## config.mk

```make
export PLATFORM = sky130hd
export DESIGN_NAME = clkgen_mode_reg
export DESIGN_NICKNAME = d
export VERILOG_FILES = /design/src/rtl/clkmode_pkg.sv /design/src/rtl/cmr_once_field.sv /design/src/rtl/cmr_mode_ctl.sv /design/src/rtl/cmr_status.sv /design/src/rtl/clkgen_mode_reg.sv
export SDC_FILE = /design/constraint.sdc
export NUM_CORES = 1
export LEC_CHECK = 0
export BUFFER_PORTS_ARGS = -buffer_cell sky130_fd_sc_hd__buf_2
export CAP_MARGIN = 30
export CORE_UTILIZATION = 42
export CTS_CLUSTER_DIAMETER = 120
export DETAILED_ROUTE_END_ITERATION = 10
export PLACE_DENSITY_LB_ADDON = 0.12
export SYNTH_ARGS = -nofsm -noshare
export SYNTH_HDL_FRONTEND = slang
export SYNTH_SLANG_ARGS = --single-unit
```

## constraint.sdc

```tcl
create_clock -name clk -period 1.3 [get_ports clk]
set_input_delay 0 -clock clk [delete_from_list [all_inputs] [get_ports clk]]
set_output_delay 0 -clock clk [all_outputs]
set_load 0.05 [all_outputs]
```

## src/rtl/clkmode_pkg.sv

```systemverilog
package clkmode_pkg;
  localparam int REG_W      = 8;
  localparam int POS_GAIN   = 7;
  localparam int POS_RANGE  = 6;
  localparam int POS_REFSEL = 5;
  localparam int POS_MODE_H = 4;
  localparam int POS_MODE_L = 3;
  localparam int POS_OFFOSC = 2;
  localparam int POS_LOCDIS = 1;
  localparam logic [REG_W-1:0] RESET_VALUE = 8'h44;

  typedef enum logic [1:0] {
    MODE_SELF       = 2'b00,
    MODE_INT_LOOP   = 2'b01,
    MODE_EXT_BYPASS = 2'b10,
    MODE_EXT_LOOP   = 2'b11
  } clk_mode_e;

  typedef struct packed {
    logic      gain;
    logic      range;
    logic      refsel;
    clk_mode_e mode;
    logic      offosc;
    logic      locdis;
    logic      unused0;
  } cfg_t;
endpackage

```

## src/rtl/cmr_once_field.sv

```systemverilog
module cmr_once_field #(
  parameter int W = 1,
  parameter logic [W-1:0] RST_VAL = '0
) (
  input  logic         clk,
  input  logic         rst_n,
  input  logic         wr,
  input  logic [W-1:0] wdata,
  output logic [W-1:0] q,
  output logic         locked
);
  always_ff @(posedge clk or negedge rst_n) begin
    if (!rst_n) begin
      q      <= RST_VAL;
      locked <= 1'b0;
    end else if (wr) begin
      locked <= 1'b1;
      if (!locked) q <= wdata;
    end
  end
endmodule

```

## src/rtl/cmr_mode_ctl.sv

```systemverilog
module cmr_mode_ctl
  import clkmode_pkg::*;
(
  input  logic      clk,
  input  logic      rst_n,
  input  logic      wr,
  input  clk_mode_e wmode,
  input  logic      switch_done,
  input  logic      ref_ready,
  output clk_mode_e mode_q,
  output clk_mode_e sel_q,
  output logic      pending,
  output logic      ext_block
);
  logic first_seen;
  logic accept;
  logic complete;

  // an external-mode write is refused once the first write chose internal
  assign accept   = wr && !pending && !(ext_block && wmode[1]);
  assign complete = pending && switch_done &&
                    ((mode_q != MODE_EXT_BYPASS) || ref_ready);

  always_ff @(posedge clk or negedge rst_n) begin
    if (!rst_n) begin
      first_seen <= 1'b0;
      ext_block  <= 1'b0;
    end else if (wr && !first_seen) begin
      first_seen <= 1'b1;
      ext_block  <= !wmode[1];
    end
  end

  always_ff @(posedge clk or negedge rst_n) begin
    if (!rst_n) begin
      mode_q  <= MODE_SELF;
      sel_q   <= MODE_SELF;
      pending <= 1'b0;
    end else if (accept) begin
      mode_q  <= wmode;
      pending <= 1'b1;
    end else if (complete) begin
      sel_q   <= mode_q;
      pending <= 1'b0;
    end
  end
endmodule

```

## src/rtl/cmr_status.sv

```systemverilog
module cmr_status
  import clkmode_pkg::*;
#(
  parameter int PS_W        = 7,
  parameter int LOW_FACTOR  = 64,
  parameter int HIGH_FACTOR = 1
) (
  input  logic            range_hi,
  input  clk_mode_e       mode_q,
  input  logic            offosc,
  input  logic            off_mode,
  input  logic            ref_is_osc,
  input  logic            osc_keep_req,
  output logic [PS_W-1:0] prescale,
  output logic            osc_run
);
  always_comb begin
    prescale = range_hi ? PS_W'(HIGH_FACTOR) : PS_W'(LOW_FACTOR);
    if (!off_mode) begin
      osc_run = mode_q[1];
    end else if (offosc) begin
      osc_run = mode_q[1] && ref_is_osc;
    end else begin
      osc_run = osc_keep_req && (mode_q == MODE_EXT_BYPASS) && ref_is_osc;
    end
  end
endmodule

```

## src/rtl/clkgen_mode_reg.sv

```systemverilog
module clkgen_mode_reg
  import clkmode_pkg::*;
#(
  parameter int PS_W        = 7,
  parameter int LOW_FACTOR  = 64,
  parameter int HIGH_FACTOR = 1
) (
  input  logic            clk,
  input  logic            rst_n,
  input  logic            bus_sel,
  input  logic            bus_wr,
  input  logic [7:0]      bus_wdata,
  output logic [7:0]      bus_rdata,
  input  logic            switch_done,
  input  logic            ref_ready,
  input  logic            ref_is_osc,
  input  logic            off_mode,
  input  logic            osc_keep_req,
  output logic [1:0]      sel_mode,
  output logic            mode_pending,
  output logic [PS_W-1:0] loop_prescale,
  output logic            osc_run,
  output logic            osc_high_gain,
  output logic            lossclk_det_en
);
  cfg_t      rst_cfg;
  cfg_t      wcfg;
  cfg_t      cur;
  logic      wr_hit;
  logic      gain_q, offosc_q, locdis_q;
  logic      range_q, range_lock;
  logic      refsel_q, refsel_lock;
  clk_mode_e mode_q, sel_q;
  logic      ext_block;

  assign rst_cfg = cfg_t'(RESET_VALUE);
  assign wcfg    = cfg_t'(bus_wdata);
  assign wr_hit  = bus_sel && bus_wr;

  // fields that take every write
  always_ff @(posedge clk or negedge rst_n) begin
    if (!rst_n) begin
      gain_q   <= RESET_VALUE[POS_GAIN];
      offosc_q <= RESET_VALUE[POS_OFFOSC];
      locdis_q <= RESET_VALUE[POS_LOCDIS];
    end else if (wr_hit) begin
      gain_q   <= wcfg.gain;
      offosc_q <= wcfg.offosc;
      locdis_q <= wcfg.locdis;
    end
  end

  cmr_once_field #(.W(1), .RST_VAL(RESET_VALUE[POS_RANGE])) u_range (
    .clk(clk), .rst_n(rst_n), .wr(wr_hit), .wdata(wcfg.range),
    .q(range_q), .locked(range_lock));

  cmr_once_field #(.W(1), .RST_VAL(RESET_VALUE[POS_REFSEL])) u_refsel (
    .clk(clk), .rst_n(rst_n), .wr(wr_hit), .wdata(wcfg.refsel),
    .q(refsel_q), .locked(refsel_lock));

  cmr_mode_ctl u_mode (
    .clk(clk), .rst_n(rst_n), .wr(wr_hit), .wmode(wcfg.mode),
    .switch_done(switch_done), .ref_ready(ref_ready),
    .mode_q(mode_q), .sel_q(sel_q), .pending(mode_pending),
    .ext_block(ext_block));

  cmr_status #(.PS_W(PS_W), .LOW_FACTOR(LOW_FACTOR), .HIGH_FACTOR(HIGH_FACTOR)) u_stat (
    .range_hi(range_q), .mode_q(mode_q), .offosc(offosc_q),
    .off_mode(off_mode), .ref_is_osc(ref_is_osc), .osc_keep_req(osc_keep_req),
    .prescale(loop_prescale), .osc_run(osc_run));

  always_comb begin
    cur         = rst_cfg;
    cur.gain    = gain_q;
    cur.range   = range_q;
    cur.refsel  = refsel_q;
    cur.mode    = mode_q;
    cur.offosc  = offosc_q;
    cur.locdis  = locdis_q;
    cur.unused0 = 1'b0;
    bus_rdata   = bus_sel ? 8'(cur) : 8'h00;
  end

  assign sel_mode       = sel_q;
  assign osc_high_gain  = gain_q;
  assign lossclk_det_en = !locdis_q;
endmodule

```

==> results of run 1 <==
==> area by class of cell <==
type | instances | area, um2 | area share
inverter | 2 | 7.51 | 0.00801
clock buffer | 4 | 26.3 | 0.0280
timing repair buffer | 41 | 262 | 0.279
sequential | 13 | 329 | 0.351
multi-input combinational | 41 | 293 | 0.312
tap | 16 | 20.0 | 0.0214
==> flip-flops by register name (all words and copies together), names as in the netlist <==
| register | flops |
|---|---|
| u_range.q | 1 |
| u_mode.ext_block | 1 |
| u_mode.first_seen | 1 |
| u_mode.mode_q | 2 |
| locdis_q | 1 |
| osc_high_gain | 1 |
| offosc_q | 1 |
| u_mode.sel_q | 2 |
| u_mode.pending | 1 |
| u_refsel.q | 1 |
| u_refsel.locked | 1 |
==> worst min-delay path: stages <==
cell and delay [ps]:
buf_2 90, nor2b_1 40, o21ai_1 100, nand2_1 50
==> cells in the mapped netlist (2+ instances only) <==
cell type  instances
and2_2             7
mux2_1             6
nand2_1            2
dfrtp_1           11
nor2b_1            2
nor2_1             2
buf_4              7
dfstp_2            2
nand2b_1           2
o21ai_1            2
inv_1              2
==> worst max path at each step <==
stage / to / cells past startpoint / from / slack, ps
after global routing: osc_run / 4 / u_mode.mode_q[0]$_DFFE_PN0P_ / -40
after detailed placement: u_mode.mode_q[0]$_DFFE_PN0P_ / 2 / u_mode.pending$_DFFE_PN0P_ / 200
final: osc_run / 3 / offosc_q$_DFFE_PN1P_ / 70
after CTS: osc_run / 3 / offosc_q$_DFFE_PN1P_ / 4
after floorplan: u_mode.mode_q[0]$_DFFE_PN0P_ / 2 / u_mode.pending$_DFFE_PN0P_ / 110
after global placement: u_mode.mode_q[0]$_DFFE_PN0P_ / 2 / u_mode.pending$_DFFE_PN0P_ / 210
==> power by group through the flow <==
stage / combinational (mW) / clock [mW] / sequential [mW]
global route: 0.760 / 0.278 / 0.596
global placement: 0.668 / 0 / 0.583
finish: 0.718 / 0.254 / 0.579
CTS: 0.708 / 0.268 / 0.581
floorplan: 0.406 / 0 / 0.721
detailed placement: 0.674 / 0 / 0.589
==> repair_timing <==
item / in CTS / in global routing
resized for setup: 2 / 1
hold buffers: 9 / 0
setup buffers: 0 / 1
hold endpoints to repair: 22 / 0
pin swaps: 0 / 1
endpoints found under the setup margin: 1 / 1
==> through the flow <==
step                      instances  total power [mW]  hold WS (ps)
final                           117              1.55          28.6
after global placement          103              1.25         -96.9
after floorplan                  64              1.13          -296
after global routing            117              1.63          62.2
after CTS                       116              1.56          24.1
after detailed placement        103              1.26          -101
==> per-layer routing <==
layer  track usage  vias to the layer above  part of all wire
li1              -                      269                 -
met1         0.197                      250              0.43
met2         0.272                       22              0.48
met3        0.0783                        5             0.064
met4        0.0968                        0             0.031
met5             0                        -                 0
==> kinds of logic after synthesis <==
kind of cell           after synthesis  share of synthesized area
and+or+nand+nor                     19                      0.179
DFF                                 13                      0.490
AOI/OAI and AO/OA                   10                      0.118
buffers and inverters               10                      0.107
muxes                                6                      0.101
other                                1                    0.00560
==> metrics.md, run 1 <==
| Metric | Value |
|---|---|
| Final min period | 1230 ps |
| Net switching fraction of the power | 0.456 |
| Cell area after layout | about 940 um2 |
| GR Overflow Total | 0 |
| Die area | approximately 1800 um2 |
| Final WL | 1270 um |
| Initial Utilization | 0.450 |
| Number of global-route vias before repair | 479 |
| 1st-pass router iterations | 4 |
| CP arrival | 1230 ps |
| RR Endpoint | u_mode.mode_q[0]$_DFFE_PN0P_ |
| DIE WIDTH | 41.9 um |
| Hold WC Path Type | in -> reg |
| Clk network pwr share | 0.164 |
| Startpoint types | flop |
| Clock skew | ~2.8 ps |
| Total Routing Usage GR | 0.174 |
| ANT nets after route | 0 |
| Worst r2r src | u_mode.pending$_DFFE_PN0P_ |
| Share of layout cells above drive strength 1 | 0.495 |
| CTS Buffer Depth | 2 |
| H-tree Lvls | 1 |
| Die Ht | between 40 and 50 um |
| Cell Rows | 14 |
| CP max stage delay | 540 ps |
| Post-Route Setup TNS | 0 ps |
| Post-route worst setup slack | between 70 and 80 ps |
| Top Family by Delay on Critical Path | flip-flops |
| WS Path Type | reg -> out |
| Most common cell after layout, fill and taps aside | buf_2 |
| Fill cells | 145 |
| I/O pins | 38 |
| DP Worst Slack | 203 ps |
| Cell count of the worst hold path | 4 |
| Final Hold Vio Count | 0 |
| Status | complete, no violations |
| Max-Cap Viols | 0 |
| HPWL Detailed | 911 um |
| Worst path slowest cell | dfstp_2 |
| Switching pwr | between 0.7 and 0.8 mW |
| Post-Syn Instances | 59 |
| Worst skew pair latency | approximately 280 ps |
| Total CTS buffers | 3 |
| Crit-path max FO | 3 |
| Mapped cell area | 669 um2 |
| Placed cell area | roughly 810 um2 |
| Synth Warn # | 0 |
| Net count reported at finish | ~120 |
| Post-synth EDFFs | 0 |
| Detailed Route Iter0 Violations | 7 |
| Leak Pwr | between 0.4 and 0.5 nW |
| Sink Count | 13 |
| Critical Path RT | 1300 ps |
| Setup violations, final | 0 |
| Internal Power | 0.843 mW |
| DRC viols | 0 |
| Top-area cell type share of the netlist area | 0.411 |
| Number of buffers added on ports | 30 |
| Synth Register Bits | 13 |
| Final core utilization | 0.629 |
| Flop pwr share | 0.373 |
| Comb power frac | 0.463 |
| Power density over the cells | around 1700 nW/um2 |
| WL/cell | around 11 um |
| Main flop type after synthesis | dfrtp_1 |
| Crit-path cells | o21ai_1, a21boi_2, buf_6 |
| Antenna Cells | 0 |
| First-pass GRT wire length | about 2200 um |
| Synth area leaders | dfrtp_1 41%, mux2_1 10%, and2_2 7.9% |
| Syn_area_per_cell | 11.3 um2 |
| Worst r2r path cells | 2 |
| CTS root buf | clkbuf_4 |
| Final Cycle Share | 0.945 |
| CTS tree | yes |
| Largest net degree at the start of global routing | 14 |
| F_max | 814 MHz |
| Vias per inst | 4.67 |
| Most frequent cells in the layout | 29 x buf_2, 10 x dfrtp_1, 9 x dlygate4sd3_1 |
| GP Congestion | 0.715 |
| Sequential area share after synthesis | 0.490 |
| Vias | around 550 |
| Hold_sp | ref_ready |
| Max-slew violations | 0 |
| Area added between synthesis and finish | 40.0% |
| Initial antenna violation count | 0 |
| CP Capture Type | output pin |
| Worst vdd ir | 837 uV |
| Register-to-register setup slack | 190 ps |
| WP buf/inv | 1 |
| Unrepaired setup endpoints after global routing | yes |
| Core Area | 1490 um2 |
| WHS Endpoint | u_mode.sel_q[0]$_DFFE_PN0P_ |
| Area leader, netlist | dfrtp_1 |
| Clock transition at path regs | 80 ps |
| Yosys cell types | 25 |
| Asr flop ratio synth | 1.00 |
Power figures use the tool's default switching activity.
==> run 2, diff against run 1 <==
- ABC_AREA: unset -> 1
==> run 2 against run 1 <==
Register-to-register slack better by 190 ps. Total power is 2.7% lower. Sequential power hardly changed. Sequential cell count unchanged. Synthesized cell count increased by 49%. Clock skew barely moved.
==> metrics.md, run 2 <==
| Metric | Value |
|---|---|
| Status | complete, no violations (unchanged) |
| Net count reported at finish | 147 (was 119) |
| Total Routing Usage GR | 0.161 (was 0.174) |
| Die Ht | 42.8 um (was 41.9 um) |
| Hold WC Path Type | in -> reg (unchanged) |
| Worst skew pair latency | 260 ps (was 280 ps) |
| Max-slew violations | 0 (unchanged) |
| Vias per inst | 4.27 (was 4.67) |
| DP Worst Slack | 257 ps (was 203 ps) |
| CP dominant cell by count | nand2_1 |
| Clock transition at path regs | 80 ps (about the same) |
| CTS Buffer Depth | 2 (unchanged) |
| Core Area | 1520 um2 (was 1490 um2) |
| F_max | 793 MHz (was 814 MHz) |
| Top Family by Delay on Critical Path | flip-flops (unchanged) |
| WL/cell | 9.10 um (was 10.9 um) |
| Worst vdd ir | 1020 uV (was 837 uV) |
| Mapped cell area | 701 um2 (was 669 um2) |
| WS Path Type | reg -> out (unchanged) |
| Area added between synthesis and finish | 37.0% (was 40.0%) |
| Post-Syn Instances | 88 (was 59) |
| Antenna Cells | 0 (unchanged) |
| WP buf/inv | 2 (was 1) |
| Post-route worst setup slack | 39.6 ps (was 71.2 ps) |
| Initial antenna violation count | 0 (unchanged) |
| Synth Warn # | 0 (unchanged) |
| HPWL Detailed | 1010 um (was 911 um) |
| Area leader, netlist | dfrtp_1 (unchanged) |
| Most common cell after layout, fill and taps aside | nand2_1 (was buf_2) |
| Final Cycle Share | 0.970 (was 0.945) |
| Clock skew | 3.17 ps (was 2.83 ps) |
| Layout Cells excl Fill | 145 (was 117) |
| Synth area leaders | dfrtp_1 39%, nand2_1 19%, buf_4 7.5% (was dfrtp_1 41%, mux2_1 10%, and2_2 7.9%) |
| Detailed Route Iter0 Violations | 9 (was 7) |
| CP arrival | 1260 ps (was 1230 ps) |
| Share of layout cells above drive strength 1 | 0.349 (was 0.495) |
| Sequential area share after synthesis | 0.468 (was 0.490) |
| Largest net degree at the start of global routing | 14 (unchanged) |
| Vias | 619 (was 546) |
| Inst Count DP | 131 (was 103) |
| Main flop type after synthesis | dfrtp_1 (unchanged) |
| Max-Cap Viols | 0 (unchanged) |
| Die area | 1840 um2 (was 1760 um2) |
| DIE WIDTH | 42.8 um (was 41.9 um) |
| CP max stage delay | 540 ps (about the same) |
| First-pass GRT wire length | 2210 um (was 2170 um) |
| Top-area cell type share of the netlist area | 0.393 (was 0.411) |
| Number of global-route vias before repair | 560 (was 479) |
| Total CTS buffers | 3 (unchanged) |
| Cell Rows | 14 (unchanged) |
| Setup violations, final | 0 (unchanged) |
| Power density over the cells | 1570 nW/um2 (was 1660 nW/um2) |
| Crit-path cells | inv_2, nand2_1, nand2_1, a21oi_2, buf_6 (was o21ai_1, a21boi_2, buf_6) |
| CTS root buf | clkbuf_4 (unchanged) |
| Synth Register Bits | 13 (unchanged) |
| Biggest regs | u_mode.mode_q: 2 flops, u_mode.sel_q: 2 flops (unchanged) |
| Most common cell in the netlist | nand2_1 (was dfrtp_1) |
| CP Capture Type | output pin (unchanged) |
| Most frequent cells in the layout | 35 x nand2_1, 29 x buf_2, 12 x inv_1 (was 29 x buf_2, 10 x dfrtp_1, 9 x dlygate4sd3_1) |
| Asr flop ratio synth | 1.00 (unchanged) |
| DRC viols | 0 (unchanged) |
| Unrepaired setup endpoints after global routing | yes (unchanged) |
| 1st-pass router iterations | 4 (unchanged) |
| Startpoint types | flop (unchanged) |
| Leak Pwr | 0.573 nW (was 0.462 nW) |
| Sink Count | 13 (unchanged) |
| Post-synth EDFFs | 0 (unchanged) |
| Top cell types by occurrence after synthesis | 35 x nand2_1, 14 x inv_1, 11 x dfrtp_1 (was 11 x dfrtp_1, 7 x and2_2, 7 x buf_4) |
| Initial Utilization | 0.460 (was 0.450) |
| ANT nets after route | 0 (unchanged) |
| Crit-path max FO | 2 (was 3) |
| Final Hold Vio Count | 0 (unchanged) |
| GP Congestion | 0.741 (was 0.715) |
| Final WL | 1320 um (was 1270 um) |
| Cell area after layout | 960 um2 (was 937 um2) |
| I/O pins | 38 (unchanged) |
| Syn_area_per_cell | 7.96 um2 (was 11.3 um2) |
| H-tree Lvls | 1 (unchanged) |
| Critical Path RT | 1300 ps (about the same) |
| Placed cell area | 830 um2 (was 807 um2) |
| Worst path slowest cell | dfstp_2 (unchanged) |
| Number of buffers added on ports | 30 (unchanged) |
| CTS tree | yes (unchanged) |
| Yosys cell types | 18 (was 25) |
| GR Overflow Total | 0 (unchanged) |
| Total power | 1.51 mW (was 1.55 mW) |
| Final min period | 1260 ps (was 1230 ps) |
[run 2: cell types whose count changed after synthesis, sizes merged, moves of 2 or more]
cell    delta
nand2b     -2
inv       +13
nand2     +34
nand3      +3
and2       -7
mux2       -6
nor2b      -2
a21oi      +2
[run 2: cells by family (layout without fill, tap and decap cells)]
kind of cell / count (synthesis) / in the layout / synth area share
AO/OA/AOI/OAI: 6 / 6 / 0.0518
buffers and inverters: 23 / 59 / 0.175
flip-flops: 13 / 13 / 0.468
other: 1 / 6 / 0.00535
AND/OR/NAND/NOR: 45 / 45 / 0.300
[run 2: worst min-delay path, cell delays in order]
cell and delay [ps]:
buf_2 130, nand2_8 80, nand2_1 60
[run 2: timing repair]
| item | CTS | global route |
|---|---|---|
| endpoints found under the hold margin | 22 | 0 |
| hold buffers | 9 | 0 |
| setup endpoints to repair | 1 | 1 |
| pin swaps | 0 | 3 |
| buffers inserted | 0 | 1 |
| resized for setup | 1 | 3 |
[run 2: worst paths after layout]
check | start | end | slack, ps | depth (start not counted)
max | offosc_q$_DFFE_PN1P_ | osc_run | 40 | 5
min | bus_wr | u_refsel.locked$_DFFE_PN0P_ | 30 | 3
max reg2reg | offosc_q$_DFFE_PN1P_ | offosc_q$_DFFE_PN1P_ | 380 | 3
min reg2reg | u_mode.sel_q[0]$_DFFE_PN0P_ | u_mode.sel_q[0]$_DFFE_PN0P_ | 470 | 2
max in group asynchronous | rst_n | u_range.q$_DFFE_PN1P_ | 870 | 2
min in group asynchronous | rst_n | u_mode.sel_q[1]$_DFFE_PN0P_ | 150 | 2
[run 2: metrics by stage]
stage	TNS, ps	util	hold WS, ps
after floorplan	0	-	-296
after global routing	-20.6	0.630	24.6
after detailed placement	0	0.544	-98.1
after global placement	0	0.544	-97.5
after CTS	0	0.622	29.9
final	0	0.630	33.1
[run 2: power by group]
group / switching [mW] / total, mW / internal (mW)
Sequential: 0.0826 / 0.577 / 0.495
Combinational: 0.507 / 0.694 / 0.187
Clock: 0.119 / 0.238 / 0.119
Total: 0.709 / 1.51 / 0.800
[run 2: routing by layer]
metal | wire length, um | track usage | share of wire
met3 | 69 | 0.0383 | 0.052
met2 | 616 | 0.236 | 0.47
met5 | 0 | 0 | 0
met1 | 624 | 0.215 | 0.47
met4 | 9 | 0.0938 | 0.0068
[run 2: layout make-up]
type | count | area, um2
multi-input cells | 57 | 273
well taps | 16 | 20.0
clock buffers | 4 | 26.3
repair buffers | 40 | 254
inverters | 15 | 58.8
flip-flops and latches | 13 | 328
fillers | 147 | 564
==> run 3, diff against run 2 <==
- PLACE_DENSITY: unset -> 0.76
- PLACE_DENSITY_LB_ADDON: 0.12 -> unset
==> run 3 against run 2 <==
First-iteration DRC count is 22% higher. Sequential share of layout area up 0.18 points. Clock power barely moved. Critical endpoint unchanged. Highest routed layer is now met3. Hold slack worse by 26 ps. Non-clock buffer count fell by 1. Critical path depth did not move. Count of clock-buffer cells in the layout unchanged.
==> metrics.md, run 3 (synthesized netlist as in run 2, its figures left out) <==
| Metric | Value |
|---|---|
| Worst skew pair latency | 260 ps (about the same) |
| Worst vdd ir | 761 uV (was 1020 uV) |
| Total Routing Usage GR | 0.159 (was 0.161) |
| Unrepaired setup endpoints after global routing | yes (unchanged) |
| Die area | 1840 um2 (unchanged) |
| WL/cell | 9.09 um (was 9.10 um) |
| F_max | 790 MHz (was 793 MHz) |
| Vias per inst | 4.36 (was 4.27) |
| Initial antenna violation count | 0 (unchanged) |
| Net count reported at finish | 146 (was 147) |
| Final WL | 1310 um (was 1320 um) |
| Antenna Cells | 0 (unchanged) |
| Most frequent cells in the layout | 33 x nand2_1, 29 x buf_2, 13 x inv_1 (was 35 x nand2_1, 29 x buf_2, 12 x inv_1) |
| Most common cell after layout, fill and taps aside | nand2_1 (unchanged) |
| H-tree Lvls | 1 (unchanged) |
| GP Congestion | 0.738 (was 0.741) |
| Final Hold Vio Count | 0 (unchanged) |
| CP Capture Type | output pin (unchanged) |
| Biggest regs | u_mode.mode_q: 2 flops, u_mode.sel_q: 2 flops (unchanged) |
| Clock skew | 0.472 ps (was 3.17 ps) |
| CP max stage delay | 540 ps (about the same) |
| CTS tree | yes (unchanged) |
| Detailed Route Iter0 Violations | 11 (was 9) |
| CTS root buf | clkbuf_4 (unchanged) |
| CP dominant cell by count | nand2_2 (was nand2_1) |
| Startpoint types | flop (unchanged) |
| Vias | 628 (was 619) |
| Sink Count | 13 (unchanged) |
| I/O pins | 38 (unchanged) |
| WP buf/inv | 2 (unchanged) |
| Setup violations, final | 0 (unchanged) |
| Crit-path max FO | 2 (unchanged) |
| Final min period | 1270 ps (was 1260 ps) |
| DRC viols | 0 (unchanged) |
| Number of buffers added on ports | 30 (unchanged) |
| Placed cell area | 830 um2 (unchanged) |
| HPWL Detailed | 988 um (was 1010 um) |
| Area added between synthesis and finish | 36.3% (was 37.0%) |
| Power density over the cells | 1580 nW/um2 (was 1570 nW/um2) |
| Critical Path RT | 1300 ps (about the same) |
| WS Path Type | reg -> out (unchanged) |
| Top Family by Delay on Critical Path | flip-flops (unchanged) |
| Status | complete, no violations (unchanged) |
| Cell Rows | 14 (unchanged) |
| CTS Buffer Depth | 2 (unchanged) |
| Hold WC Path Type | in -> reg (unchanged) |
| Initial Utilization | 0.460 (unchanged) |
| ANT nets after route | 0 (unchanged) |
| Cell area after layout | 955 um2 (was 960 um2) |
| Number of global-route vias before repair | 560 (unchanged) |
| CP arrival | 1270 ps (was 1260 ps) |
| Share of layout cells above drive strength 1 | 0.359 (was 0.349) |
| GR Overflow Total | 0 (unchanged) |
| First-pass GRT wire length | 2210 um (about the same) |
| Leak Pwr | 0.570 nW (was 0.573 nW) |
| Total power | 1.51 mW (about the same) |
| Worst path slowest cell | dfstp_2 (unchanged) |
| Max-Cap Viols | 0 (unchanged) |
| Final Cycle Share | 0.974 (was 0.970) |
| Max-slew violations | 0 (unchanged) |
| Total CTS buffers | 3 (unchanged) |
| Clock transition at path regs | 70 ps (was 80 ps) |
| 1st-pass router iterations | 4 (unchanged) |
| Core Area | 1520 um2 (unchanged) |
| Die Ht | 42.8 um (unchanged) |
| DIE WIDTH | 42.8 um (unchanged) |
| Largest net degree at the start of global routing | 14 (unchanged) |
| Crit-path cells | inv_2, nand2_2, nand2_2, a21oi_2, buf_6 (was inv_2, nand2_1, nand2_1, a21oi_2, buf_6) |
==> run 3: changes by cell type in the layout (fill, tap and decap cells not counted), sizes merged <==
cell	before	now
dlygate4sd3	9	8
==> run 3: worst paths after layout <==
check | from | end | slack (ps) | cells after the start
min in group asynchronous | rst_n | locdis_q$_DFFE_PN0P_ | 140 | 2
min reg2reg | u_mode.sel_q[0]$_DFFE_PN0P_ | u_mode.sel_q[0]$_DFFE_PN0P_ | 470 | 2
min | ref_ready | u_mode.sel_q[1]$_DFFE_PN0P_ | 7 | 3
max reg2reg | offosc_q$_DFFE_PN1P_ | offosc_q$_DFFE_PN1P_ | 360 | 3
max in group asynchronous | rst_n | offosc_q$_DFFE_PN1P_ | 890 | 2
max | offosc_q$_DFFE_PN1P_ | osc_run | 30 | 5
==> run 3: metrics by stage <==
step | utilization | setup slack (ps) | std cells | setup TNS [ps] | hold WS, ps
final | 0.626 | 34.2 | 144 | 0 | 7.18
after global routing | 0.626 | -38.2 | 144 | -38.2 | 21.3
after CTS | 0.616 | 6.01 | 143 | 0 | 0.561
after detailed placement | 0.544 | 251 | 131 | 0 | -100
after global placement | 0.544 | 289 | 131 | 0 | -103
after floorplan | - | 142 | 93 | 0 | -296
==> run 3: metal layers <==
| layer | global-route usage | part of all wire | vias to the layer above |
|---|---|---|---|
| met5 | 0 | 0 | - |
| met4 | 0.0563 | 0 | 0 |
| met3 | 0.0426 | 0.063 | 0 |
| met2 | 0.267 | 0.52 | 20 |
| met1 | 0.195 | 0.41 | 278 |
| li1 | - | - | 330 |
==> run 3: layout make-up <==
type,instances,area [um2]
fillers,150,569
repair buffers,39,244
flip-flops and latches,13,328
well taps,16,20.0
inverters,15,58.8
clock buffers,4,26.3
multi-input cells,57,278
==> run 3: what timing repair did <==
action	4_1_cts	5_1_grt
hold endpoints to repair	21	0
resized for setup	1	4
buffers inserted	0	1
pin swaps	0	3
setup endpoints to repair	1	1
hold buffers	8	0
gates cloned	0	0
==> run 3: worst register-to-register path: stages (launching register included) <==
cell and delay [ps]:
dfstp_2 540, inv_2 40, buf_4 120, o21ai_0 160
==> run 3: report_power, final <==
part	switching, mW	internal (mW)	total [mW]
clock	0.118	0.118	0.236
combinational	0.507	0.187	0.693
sequential	0.0818	0.495	0.577
total	0.706	0.800	1.51
